[config.mk]
export PLATFORM = sky130hd
export DESIGN_NAME = ifu_fetch_top
export DESIGN_NICKNAME = d
export VERILOG_FILES = /design/src/rtl/ifu_pkg.sv /design/src/rtl/ifu_align_chk.sv /design/src/rtl/ifu_half_classify.sv /design/src/rtl/ifu_seq.sv /design/src/rtl/ifu_fetch_top.sv
export SDC_FILE = /design/constraint.sdc
export NUM_CORES = 1
export LEC_CHECK = 0
export ABC_AREA = 1
export CORE_ASPECT_RATIO = 0.6
export CORE_MARGIN = 1.5
export CORE_UTILIZATION = 54
export DETAILED_ROUTE_END_ITERATION = 8
export PLACE_DENSITY = 0.86
export REMOVE_ABC_BUFFERS = 1
export SYNTH_ARGS = -nofsm -noshare
export SYNTH_HDL_FRONTEND = slang
export SYNTH_SLANG_ARGS = --single-unit
[constraint.sdc]
create_clock -name clk_i -period 4.38 [get_ports clk_i]
set_input_delay 0.438 -clock clk_i [delete_from_list [all_inputs] [get_ports clk_i]]
set_output_delay 0.438 -clock clk_i [all_outputs]
set_load 0.005 [all_outputs]
[src/rtl/ifu_pkg.sv]
package ifu_pkg;
  typedef enum logic [1:0] {
    RES_FULL = 2'd0,
    RES_HALF = 2'd1,
    RES_EXC  = 2'd2
  } res_tag_e;

  typedef enum logic [2:0] {
    S_IDLE,
    S_TREQ,
    S_TRSP,
    S_MREQ,
    S_MRSP
  } seq_state_e;

  localparam int unsigned CAUSE_MISALIGN = 0;
  localparam int unsigned CAUSE_ACCESS   = 1;
endpackage

[src/rtl/ifu_align_chk.sv]
module ifu_align_chk #(
  parameter int unsigned XLEN = 32
) (
  input  logic [XLEN-1:0] pc_i,
  input  logic            rvc_en_i,
  output logic            misalign_o
);
  assign misalign_o = pc_i[0] | (pc_i[1] & ~rvc_en_i);
endmodule

[src/rtl/ifu_half_classify.sv]
module ifu_half_classify (
  input  logic [15:0] half_i,
  output logic        is_half_o
);
  assign is_half_o = (half_i[1:0] != 2'b11);
endmodule

[src/rtl/ifu_seq.sv]
module ifu_seq
  import ifu_pkg::*;
(
  input  logic       clk_i,
  input  logic       rst_ni,
  input  logic       go_i,
  input  logic       tr_req_ready_i,
  input  logic       tr_rsp_valid_i,
  input  logic       tr_rsp_fault_i,
  input  logic       mem_req_ready_i,
  input  logic       mem_rsp_valid_i,
  input  logic       mem_rsp_err_i,
  input  logic       low_is_half_i,
  output seq_state_e state_o,
  output logic       hi_phase_o,
  output logic       advance_o,
  output logic       finish_o
);
  seq_state_e state_q, state_d;
  logic       hi_q;

  logic tr_done, mem_done;
  assign tr_done  = (state_q == S_TRSP) & tr_rsp_valid_i;
  assign mem_done = (state_q == S_MRSP) & mem_rsp_valid_i;

  assign advance_o = mem_done & ~mem_rsp_err_i & ~hi_q & ~low_is_half_i;
  assign finish_o  = (tr_done & tr_rsp_fault_i) | (mem_done & ~advance_o);

  always_comb begin
    state_d = state_q;
    unique case (state_q)
      S_IDLE: if (go_i) state_d = S_TREQ;
      S_TREQ: if (tr_req_ready_i) state_d = S_TRSP;
      S_TRSP: if (tr_rsp_valid_i) state_d = tr_rsp_fault_i ? S_IDLE : S_MREQ;
      S_MREQ: if (mem_req_ready_i) state_d = S_MRSP;
      S_MRSP: if (mem_rsp_valid_i) state_d = advance_o ? S_TREQ : S_IDLE;
      default: state_d = S_IDLE;
    endcase
  end

  always_ff @(posedge clk_i or negedge rst_ni) begin
    if (!rst_ni) begin
      state_q <= S_IDLE;
      hi_q    <= 1'b0;
    end else begin
      state_q <= state_d;
      if (go_i && state_q == S_IDLE) hi_q <= 1'b0;
      else if (advance_o)            hi_q <= 1'b1;
    end
  end

  assign state_o    = state_q;
  assign hi_phase_o = hi_q;
endmodule

[src/rtl/ifu_fetch_top.sv]
module ifu_fetch_top
  import ifu_pkg::*;
#(
  parameter int unsigned XLEN    = 32,
  parameter int unsigned PA_W    = 32,
  parameter int unsigned CAUSE_W = 5
) (
  input  logic               clk_i,
  input  logic               rst_ni,
  input  logic               start_i,
  input  logic [XLEN-1:0]    pc_i,
  input  logic               rvc_en_i,
  output logic               ready_o,
  output logic               tr_req_valid_o,
  input  logic               tr_req_ready_i,
  output logic [XLEN-1:0]    tr_vaddr_o,
  input  logic               tr_rsp_valid_i,
  input  logic               tr_rsp_fault_i,
  input  logic [CAUSE_W-1:0] tr_rsp_cause_i,
  input  logic [PA_W-1:0]    tr_rsp_paddr_i,
  output logic               mem_req_valid_o,
  input  logic               mem_req_ready_i,
  output logic [PA_W-1:0]    mem_addr_o,
  input  logic               mem_rsp_valid_i,
  input  logic               mem_rsp_err_i,
  input  logic [15:0]        mem_rsp_data_i,
  output logic               res_valid_o,
  output logic [1:0]         res_tag_o,
  output logic [31:0]        res_insn_o,
  output logic [CAUSE_W-1:0] res_cause_o,
  output logic [XLEN-1:0]    res_addr_o
);
  localparam logic [XLEN-1:0]    HALF_STEP = XLEN'(2);
  localparam logic [CAUSE_W-1:0] C_MISAL   = CAUSE_W'(CAUSE_MISALIGN);
  localparam logic [CAUSE_W-1:0] C_ACCESS  = CAUSE_W'(CAUSE_ACCESS);

  seq_state_e state;
  logic misalign, is_half, hi_phase, advance, finish, idle, go, bad_start;

  logic [XLEN-1:0]    vaddr_q, pc_q, res_addr_q;
  logic [PA_W-1:0]    paddr_q;
  logic [15:0]        lo_q;
  logic               res_valid_q;
  res_tag_e           res_tag_q;
  logic [31:0]        res_insn_q;
  logic [CAUSE_W-1:0] res_cause_q;

  ifu_align_chk #(.XLEN(XLEN)) u_align (
    .pc_i      (pc_i),
    .rvc_en_i  (rvc_en_i),
    .misalign_o(misalign)
  );

  ifu_half_classify u_cls (
    .half_i   (mem_rsp_data_i),
    .is_half_o(is_half)
  );

  assign idle      = (state == S_IDLE);
  assign go        = start_i & idle & ~misalign;
  assign bad_start = start_i & idle &  misalign;

  ifu_seq u_seq (
    .clk_i          (clk_i),
    .rst_ni         (rst_ni),
    .go_i           (go),
    .tr_req_ready_i (tr_req_ready_i),
    .tr_rsp_valid_i (tr_rsp_valid_i),
    .tr_rsp_fault_i (tr_rsp_fault_i),
    .mem_req_ready_i(mem_req_ready_i),
    .mem_rsp_valid_i(mem_rsp_valid_i),
    .mem_rsp_err_i  (mem_rsp_err_i),
    .low_is_half_i  (is_half),
    .state_o        (state),
    .hi_phase_o     (hi_phase),
    .advance_o      (advance),
    .finish_o       (finish)
  );

  always_ff @(posedge clk_i or negedge rst_ni) begin
    if (!rst_ni) begin
      vaddr_q     <= '0;
      pc_q        <= '0;
      paddr_q     <= '0;
      lo_q        <= '0;
      res_valid_q <= 1'b0;
      res_tag_q   <= RES_FULL;
      res_insn_q  <= '0;
      res_cause_q <= '0;
      res_addr_q  <= '0;
    end else begin
      res_valid_q <= 1'b0;
      if (go) begin
        vaddr_q <= pc_i;
        pc_q    <= pc_i;
      end
      if (bad_start) begin
        res_valid_q <= 1'b1;
        res_tag_q   <= RES_EXC;
        res_cause_q <= C_MISAL;
        res_addr_q  <= pc_i;
      end
      if (state == S_TRSP && tr_rsp_valid_i && !tr_rsp_fault_i) paddr_q <= tr_rsp_paddr_i;
      if (advance) begin
        lo_q    <= mem_rsp_data_i;
        vaddr_q <= vaddr_q + HALF_STEP;
      end
      if (finish) begin
        res_valid_q <= 1'b1;
        if (state == S_TRSP) begin
          // translation fault: exact halfword address
          res_tag_q   <= RES_EXC;
          res_cause_q <= tr_rsp_cause_i;
          res_addr_q  <= vaddr_q;
        end else if (mem_rsp_err_i) begin
          res_tag_q   <= RES_EXC;
          res_cause_q <= C_ACCESS;
          res_addr_q  <= vaddr_q;
        end else if (hi_phase) begin
          res_tag_q   <= RES_FULL;
          res_insn_q  <= {mem_rsp_data_i, lo_q};
          res_addr_q  <= pc_q;
        end else begin
          res_tag_q   <= RES_HALF;
          res_insn_q  <= {16'h0000, mem_rsp_data_i};
          res_addr_q  <= pc_q;
        end
      end
    end
  end

  assign ready_o         = idle;
  assign tr_req_valid_o  = (state == S_TREQ);
  assign tr_vaddr_o      = vaddr_q;
  assign mem_req_valid_o = (state == S_MREQ);
  assign mem_addr_o      = paddr_q;
  assign res_valid_o     = res_valid_q;
  assign res_tag_o       = res_tag_q;
  assign res_insn_o      = res_insn_q;
  assign res_cause_o     = res_cause_q;
  assign res_addr_o      = res_addr_q;
endmodule

# Word level (Yosys, flattened, before mapping)
# Cells that the tools add are included.
# word_totals
reg_bits	188
in_bits	95
# classes
n_bitwise	20
reduce_logical	10
mux	28
eq_ne	10
add_sub_neg	1
# op_table
op	n
$mux W32	7
$add A32 B2 Y32 const B	1
$mux W5	4
$mux W3	5
$pmux W3 S5	1
$and A1 B1 Y1	11
$mux W2	5
$not A1 Y1	7
$eq A3 B2 Y1 const B	2
$mux W1	6
$ne A2 B1 Y1 const B	3
$ne A2 B2 Y1 const B	3
$reduce_bool A2 Y1	3
$reduce_and A5 Y1	1
$eq A3 B1 Y1 const B	1
$eq A3 B3 Y1 const B	1
$logic_and A1 B1 Y1	3
$logic_not A3 Y1	1
$reduce_and A3 Y1	1
$or A1 B1 Y1	2
$logic_not A1 Y1	1

# Longest topological paths before layout
# Gate-level depths: netlist of the first run.
# logic_depth
ltp_word	9
depth_mapped	13

# By module
# Synthesis of the first run repeated with hierarchy kept, for this count alone.
# hier_totals
cells_unflattened	1209
hier_area_um2	9242.6
# by_module_without_submodules
module	cells_each	seq_area_each_um2	area_each_um2	n_inst
ifu_fetch_top	1158	4604.4	8922.3	1
ifu_seq	46	100.1	301.5	1
ifu_align_chk	4	0.0	15.0	1
ifu_half_classify	1	0.0	3.8	1

# Worst setup path before layout of the first run
# Ideal clock, no wire load.
# synth_path
path_type	reg-to-reg
start	register u_seq.hi_q (netlist: u_seq.hi_phase_o)
end	register res_addr_q[11] (netlist: res_addr_o[11])
path_buffers	3
setup_time_ns	0.117
required_ns	4.263
path_stages_with_launch	14
period_less_slack_ns	1.507
arrival_ns	1.390
path_slack_ns	2.873
path_cell_list	dfrtp_1 -> buf_2 -> inv_2 -> nand2_2 -> nor2_4 -> inv_2 -> nand2_4 -> nand2_2 -> buf_6 -> buf_6 -> nand2_1 -> nand2_1 -> nand2_1 -> nand2_1
# synth_via
elab_chain_cells	7
elab_cells_between_ends	8
classes_between	mux: 1; bitwise: 6; reduce/logical: 1
# synth_lines
element	line	source
from (decl)	ifu_seq.sv:20	logic hi_q;
from (signal assigned)	ifu_seq.sv:44	hi_q <= 1'b0;
from (signal assigned)	ifu_seq.sv:47	if (go_i && state_q == S_IDLE) hi_q <= 1'b0;
from (signal assigned)	ifu_seq.sv:48	else if (advance_o) hi_q <= 1'b1;
$not A1 Y1 (*)	ifu_seq.sv:26	assign advance_o = mem_done & ~mem_rsp_err_i & ~hi_q & ~low_is_half_i;
$and A1 B1 Y1 (*) (2 in series)	ifu_seq.sv:26	
$not A1 Y1 (*)	ifu_seq.sv:27	assign finish_o = (tr_done & tr_rsp_fault_i) | (mem_done & ~advance_o);
$and A1 B1 Y1 (*)	ifu_seq.sv:27	
$or A1 B1 Y1 (*)	ifu_seq.sv:27	
$mux W32 or $reduce_bool A2 Y1 (tied branches)	--	
to (signal assigned)	ifu_fetch_top.sv:114	res_addr_q <= vaddr_q;
to (signal assigned)	ifu_fetch_top.sv:118	res_addr_q <= vaddr_q;
to (signal assigned)	ifu_fetch_top.sv:122	res_addr_q <= pc_q;
to (decl)	ifu_fetch_top.sv:40	logic [XLEN-1:0] vaddr_q, pc_q, res_addr_q;
# Every way passes the cells marked *; elsewhere a longest branch is shown, timed or not.
# A chain may end at the register's enable or synchronous reset.

# Worst setup path after layout of the first run
# layout_path
start	input mem_rsp_err_i
end	register res_insn_q[6] (netlist: res_insn_o[6])
# layout_via
elab_chain_cells	8
# layout_lines
element	line	source
from (decl)	ifu_fetch_top.sv:25	input logic mem_rsp_err_i,
$not A1 Y1 (no source line) (*)	--	
$and A1 B1 Y1 (3 in series)	ifu_seq.sv:26	
$not A1 Y1	ifu_seq.sv:27	
$and A1 B1 Y1	ifu_seq.sv:27	
$or A1 B1 Y1	ifu_seq.sv:27	
$reduce_and A3 Y1 (no source line) (*)	--	
to (signal assigned)	ifu_fetch_top.sv:121	res_insn_q <= {mem_rsp_data_i, lo_q};
to (signal assigned)	ifu_fetch_top.sv:125	res_insn_q <= {16'h0000, mem_rsp_data_i};
to (decl)	ifu_fetch_top.sv:45	logic [31:0] res_insn_q;
# Marks and branches as above.

==> flow_summary.toml, run 1 <==
[run_status]
status = "complete, no violations"

[detailed_routing]
dr.pass1.iters = 6
postRouteAntennaNets = 0
drt_drc_violations_left = 0
vias = 9523
vias_per_cell = 5.30
drt-wirelength-per-cell_um = 15.9
wirelength_um = 28500
drt_iter0_drc = 816

[synthesis]
synth_simple_gate_area_frac = 0.342
synth_top_family_by_area = "simple AND/OR/NAND/NOR gates"
synthXorXnorAreaFrac = 0.00274
synth.avg_cell_area_um2 = 7.11
synth-seq-cells = 188
synthDistinctLibCells = 28
yosysTopAreaCell = "dfrtp_1"
synthAdderAreaFrac = 0.00130
syn_inst = 1352
yosysWarnings = 0
synth_seq_area_share = 0.490
synth_mux_area_frac = 0
syn_area_um2 = 9610
yosys.area.top_type_share = 0.490
synth_compound_area_frac = 0.0873
ys_top_cells_by_area = "dfrtp_1, nand2_1, o21ai_0"

[sta]
finClkSkew_ps = 14.7
period_needed_ps = 2900
rsz0062_at_grt = "no"
hold_violations = 0
min_period_over_period = 0.663
setup_viol_count_final = 0
slew_headroom = 0.285
finalSetupTns_ps = 0
max_freq_mhz = 344
drv_slew = 0
worst_slew_pin_slew_ps = 1070

[clock_tree]
numCtsBuffers = 17
worst_skew_pair.late_latency_ps = 440
cts.reportedPaths.clkPinSlew_ps = 80
postCtsResizedCells = 0
clk_path_buf_depth = 2
ctsHoldBuffers = 0
cts_root_buf = "clkbuf_16"
cts_max_level = 4
clock-sinks = 188
cts_tree = "yes"
post_cts_buffers = 0

[grt]
track_usage = 0.312
grt_max_degree = 124
overflow = 0
grt_antenna_before_repair = 0
grt_pass1_vias = 9087
grt_pass1_wl_um = 45800

[floorplan]
dieArea_um2 = 18600
initial_utilization = 0.556
num_io_pins = 234
fp-row-count = 37
die_h_um = 106
core_area_um2 = 17300
die_x_um = 175

[cells_and_area]
fillCellCount = 1324
num_antenna_cells = 0
drive_above_1_share = 0.0416
synthToLayoutAreaGrowth_pct = 31.1
fin_cells = 1796
nNetsFinal = 1646
final_area_um2 = 12600

[place]
place.gp.congestion = 0.902
port_buffers = 233
dpl_cell_area_um2 = 12000
dpl.hpwl_um = 19300
dp.cells = 1765

[power_and_ir_drop]
power_w = 0.00799
power.leakage_nw = 6.15
peakVddDrop_mv = 0.368
p_per_area_nw_per_um2 = 635

[critical_path]
setup.worst_path.end_class = "flop"
path_class = "in -> reg"
cp_max_fo = 50
rr_worst_depth = 11
crit_arrival_ps = 3230
crit_required_ps = 4700
setup.worst_path.start_class = "input pin"

[job]
max_cap_violations = 0

[min_path]
hold_path_class = "in -> async"
[state kept, by name, indices dropped and copies added (netlist names), 2 cells and up]
register / cells
res_insn_o: 32
res_tag_o: 2
pc_q: 32
res_addr_o: 32
res_cause_o: 5
lo_q: 16
mem_addr_o: 32
tr_vaddr_o: 32
u_seq.state_o: 3
[final timing paths]
path                       slack [ps]        startpoint               end
min                                90            rst_ni     res_addr_o[6]
max in group asynchronous        3390            rst_ni  u_seq.hi_phase_o
min in group clk_i                450           lo_q[1]           lo_q[1]
max reg2reg                      1590  u_seq.hi_phase_o     res_insn_o[6]
min reg2reg                       450           lo_q[1]           lo_q[1]
max                              1480     mem_rsp_err_i     res_insn_o[6]
[cell usage after synthesis]
master / count
nand2_1: 626
dfrtp_1: 188
o21ai_0: 145
nand3_1: 111
inv_1: 105
nor2_1: 61
clkbuf_1: 29
buf_2: 25
o21ai_1: 10
inv_2: 8
nand4_1: 6
o211ai_1: 6
buf_6: 5
nor2_2: 4
buf_1: 3
nand2_2: 3
xor2_1: 3
a21oi_1: 2
clkbuf_2: 2
nor3_1: 2
a22oi_1: 1
buf_4: 1
ha_1: 1
nand2_4: 1
nand3_2: 1
nand3_4: 1
nor2_4: 1
or2_2: 1
[per-layer routing]
layer / up-vias / wire, um / track usage
met5: - / 0 / 0
met4: 0 / 549 / 0.0928
met3: 45 / 3160 / 0.0873
met2: 451 / 12600 / 0.481
met1: 4401 / 12200 / 0.430
li1: 4626 / - / -
[stage by stage]
step | setup slack (ps) | util | hold slack, ps
3_5_place_dp | 1030 | 0.696 | 439
6_report | 1480 | 0.729 | 90.1
3_3_place_gp | 1140 | 0.696 | 432
4_1_cts | 1480 | 0.729 | 209
5_1_grt | 1190 | 0.729 | 218
2_1_floorplan | 528 | - | 142
[logic make-up after synthesis]
family | after synthesis
AOI/OAI and AO/OA | 164
xor gates and xnor gates | 3
adders and majority gates | 1
buffers and inverters | 178
DFF | 188
and+or+nand+nor | 818
[worst max-delay path: stages]
cell and delay, ps:
clkdlybuf4s50_1 450, inv_2 340, nand2_1 160, nor2_4 120
inv_2 70, nand2_4 330, nand2_2 100, nand2_2 620
inv_2 330, nand2_1 150, nand2_1 70
[where the power goes]
group | leakage, nW | switching [W] | internal (W)
Clock | 0.286 | 0.000756 | 0.000806
Combinational | 3.49 | 0.00170 | 0.00165
Sequential | 2.37 | 0.000592 | 0.00248
[layout by cell type (no fill, tap or decap), types with 2 or more instances in the layout]
cell and n:
nand2_1 625, clkdlybuf4s50_1 232, dfrtp_1 188, o21ai_0 145, nand3_1 111, inv_1 105
nor2_1 60, clkbuf_16 17, o21ai_1 10, buf_4 10, inv_2 8, nand4_1 6
o211ai_1 6, nor2_2 5, inv_6 5, nand2_2 4, clkinv_4 4, xor2_1 3
nor3_1 2, a21oi_1 2, inv_8 2
[layout make-up]
class	count	area (um2)	share of cell area
Sequential cell	188	4700	0.374
Multi-Input combinational cell	986	4160	0.331
Timing Repair Buffer	244	2430	0.193
Clock buffer	17	425	0.0338
Inverter	113	424	0.0337
Tap cell	234	293	0.0232
Clock inverter	14	153	0.0121
(Power assumes the default switching activity.)
==> run 2: changes to the inputs <==
--- a/config.mk
+++ b/config.mk
@@ -8,9 +8,9 @@
 export ABC_AREA = 1
 export CORE_ASPECT_RATIO = 0.6
 export CORE_MARGIN = 1.5
-export CORE_UTILIZATION = 54
+export CORE_UTILIZATION = 50
 export DETAILED_ROUTE_END_ITERATION = 8
-export PLACE_DENSITY = 0.86
+export PLACE_DENSITY = 0.81
 export REMOVE_ABC_BUFFERS = 1
 export SYNTH_ARGS = -nofsm -noshare
 export SYNTH_HDL_FRONTEND = slang
==> constraint.sdc (replaced) <==
create_clock -name clk_i -period 2.9 [get_ports clk_i]
set_input_delay 0.29 -clock clk_i [delete_from_list [all_inputs] [get_ports clk_i]]
set_output_delay 0.29 -clock clk_i [all_outputs]
set_load 0.005 [all_outputs]
==> run 2 against run 1 <==
  * Power rose by 51%
  * Worst hold slack improved by 320 ps
  * Worst setup slack lost 830 ps
  * Via count increased by 0.84%
  * Wire length up 1.2%
  * Clock power is 49% higher
  * First-iteration DRC count fell by 4.4%
  * Utilization decreased by 5.8 points
  * Cell count up 1.4%
  * Flip-flop and latch count unchanged
  * Design area grew 0.94%
  * Highest routed layer unchanged
==> flow_summary.toml, run 2 (synthesis gave the netlist of run 1 again) <==
[power_and_ir_drop]
p_per_area_nw_per_um2 = 947
power.leakage_nw = 6.20
peakVddDrop_mv = 0.500

[cells_and_area]
layout_commonest_cell = "nand2_1"
final_area_um2 = 12700
drive_above_1_share = 0.0489
nNetsFinal = 1658
fin_cells = 1821
final_cell_mix = "nand2_1, clkdlybuf4s50_1, dfrtp_1"
fin_util = 0.671
fillCellCount = 1595
num_antenna_cells = 0
synthToLayoutAreaGrowth_pct = 32.3
seq_area_um2 = 4700
multi_input_area_um2 = 4160

[grt]
grt_pass1_vias = 9148
grt_antenna_before_repair = 1
overflow = 0
track_usage = 0.295
grt_max_degree = 75
grt_pass1_wl_um = 46500

[detailed_routing]
wirelength_um = 28800
postRouteAntennaNets = 0
drt_drc_violations_left = 0
drt-wirelength-per-cell_um = 15.8
vias = 9603
vias_per_cell = 5.27
drt_iter0_drc = 780
dr.pass1.iters = 6

[place]
place.gp.congestion = 0.938
dpl.hpwl_um = 20300
port_buffers = 233
dp.cells = 1788
dpl_cell_area_um2 = 12100
place_ws_ps = 576

[clock_tree]
cts_root_buf = "clkbuf_16"
clock-sinks = 188
worst_skew_pair.late_latency_ps = 430
cts_tree = "yes"
post_cts_buffers = 0
ctsHoldBuffers = 1
postCtsResizedCells = 0
cts_max_level = 4
cts.reportedPaths.clkPinSlew_ps = 80
clk_path_buf_depth = 2
numCtsBuffers = 17

[run_status]
status = "complete, no violations"

[sta]
min_period_over_period = 0.777
finClkSkew_ps = 10.5
setup_ws_ps = 648
max_freq_mhz = 444
hold_violations = 0
rsz0062_at_grt = "no"
worst_slew_pin_slew_ps = 691
period_needed_ps = 2250
slew_headroom = 0.539
setup_viol_count_final = 0
drv_slew = 0

[critical_path]
crit_required_ps = 2610
cp_top_family = "buffers and inverters"
cp_max_fo = 4
setup.worst_path.end_class = "output port"
cp_slowest_cell = "clkdlybuf4s50_1"
path_class = "reg -> out"
setup.worst_path.start_class = "flop"
path_cells = "inv_1, nor3_1, clkdlybuf4s50_1"
crit_arrival_ps = 1960
cp_slowest_stage_delay_ps = 600
worst-path-buf-inv = 2

[min_path]
hold_path_class = "in -> reg"

[floorplan]
core_area_um2 = 18900
initial_utilization = 0.507
die_h_um = 110
die_x_um = 182
dieArea_um2 = 20100
num_io_pins = 234
fp-row-count = 39

[job]
max_cap_violations = 0
[run 2: area by class of cell]
class                   count  share of cell area
inverters                 113              0.0334
repair buffers            256               0.199
well taps                 246              0.0242
multi-input cells         986               0.328
clock buffers              19              0.0356
flip-flops and latches    188               0.370
clock inverters            13             0.00974
[run 2: stage by stage]
step | setup TNS (ps) | hold slack, ps | power, W
floorplan | -49300 | -5.59 | 0.00678
global placement | 0 | 361 | 0.00950
detailed placement | 0 | 359 | 0.00968
CTS | 0 | 400 | 0.0121
global route | 0 | 427 | 0.0130
finish | 0 | 412 | 0.0120
[run 2: routing by layer]
metal	vias up	GRT usage	share of wire
li1	4650	-	-
met1	4497	0.406	0.44
met2	422	0.463	0.44
met3	34	0.0854	0.10
met4	0	0.0750	0.014
met5	-	0	0
[run 2: worst min-delay path: cells and delay by family]
kind | cells | cell delay, ps
buffers and inverters | 1 | 390
AND/OR/NAND/NOR | 2 | 130
[run 2: final timing paths]
path	start	endpoint	slack [ps]	depth (start not counted)
max in group asynchronous	rst_ni	mem_addr_o[18]	1560	3
min	tr_rsp_paddr_i[13]	mem_addr_o[13]	410	3
max reg2reg	u_seq.state_o[2]	res_cause_o[3]	670	9
min in group asynchronous	rst_ni	res_insn_o[6]	440	2
min reg2reg	lo_q[0]	lo_q[0]	460	2
max	u_seq.state_o[0]	tr_req_valid_o	650	3
[run 2: report_power, final]
group / internal, W / leakage (nW) / switching (W) / total [W]
combinational: 0.00252 / 3.54 / 0.00253 / 0.00505
clock: 0.00119 / 0.283 / 0.00114 / 0.00233
sequential: 0.00374 / 2.37 / 0.000918 / 0.00466
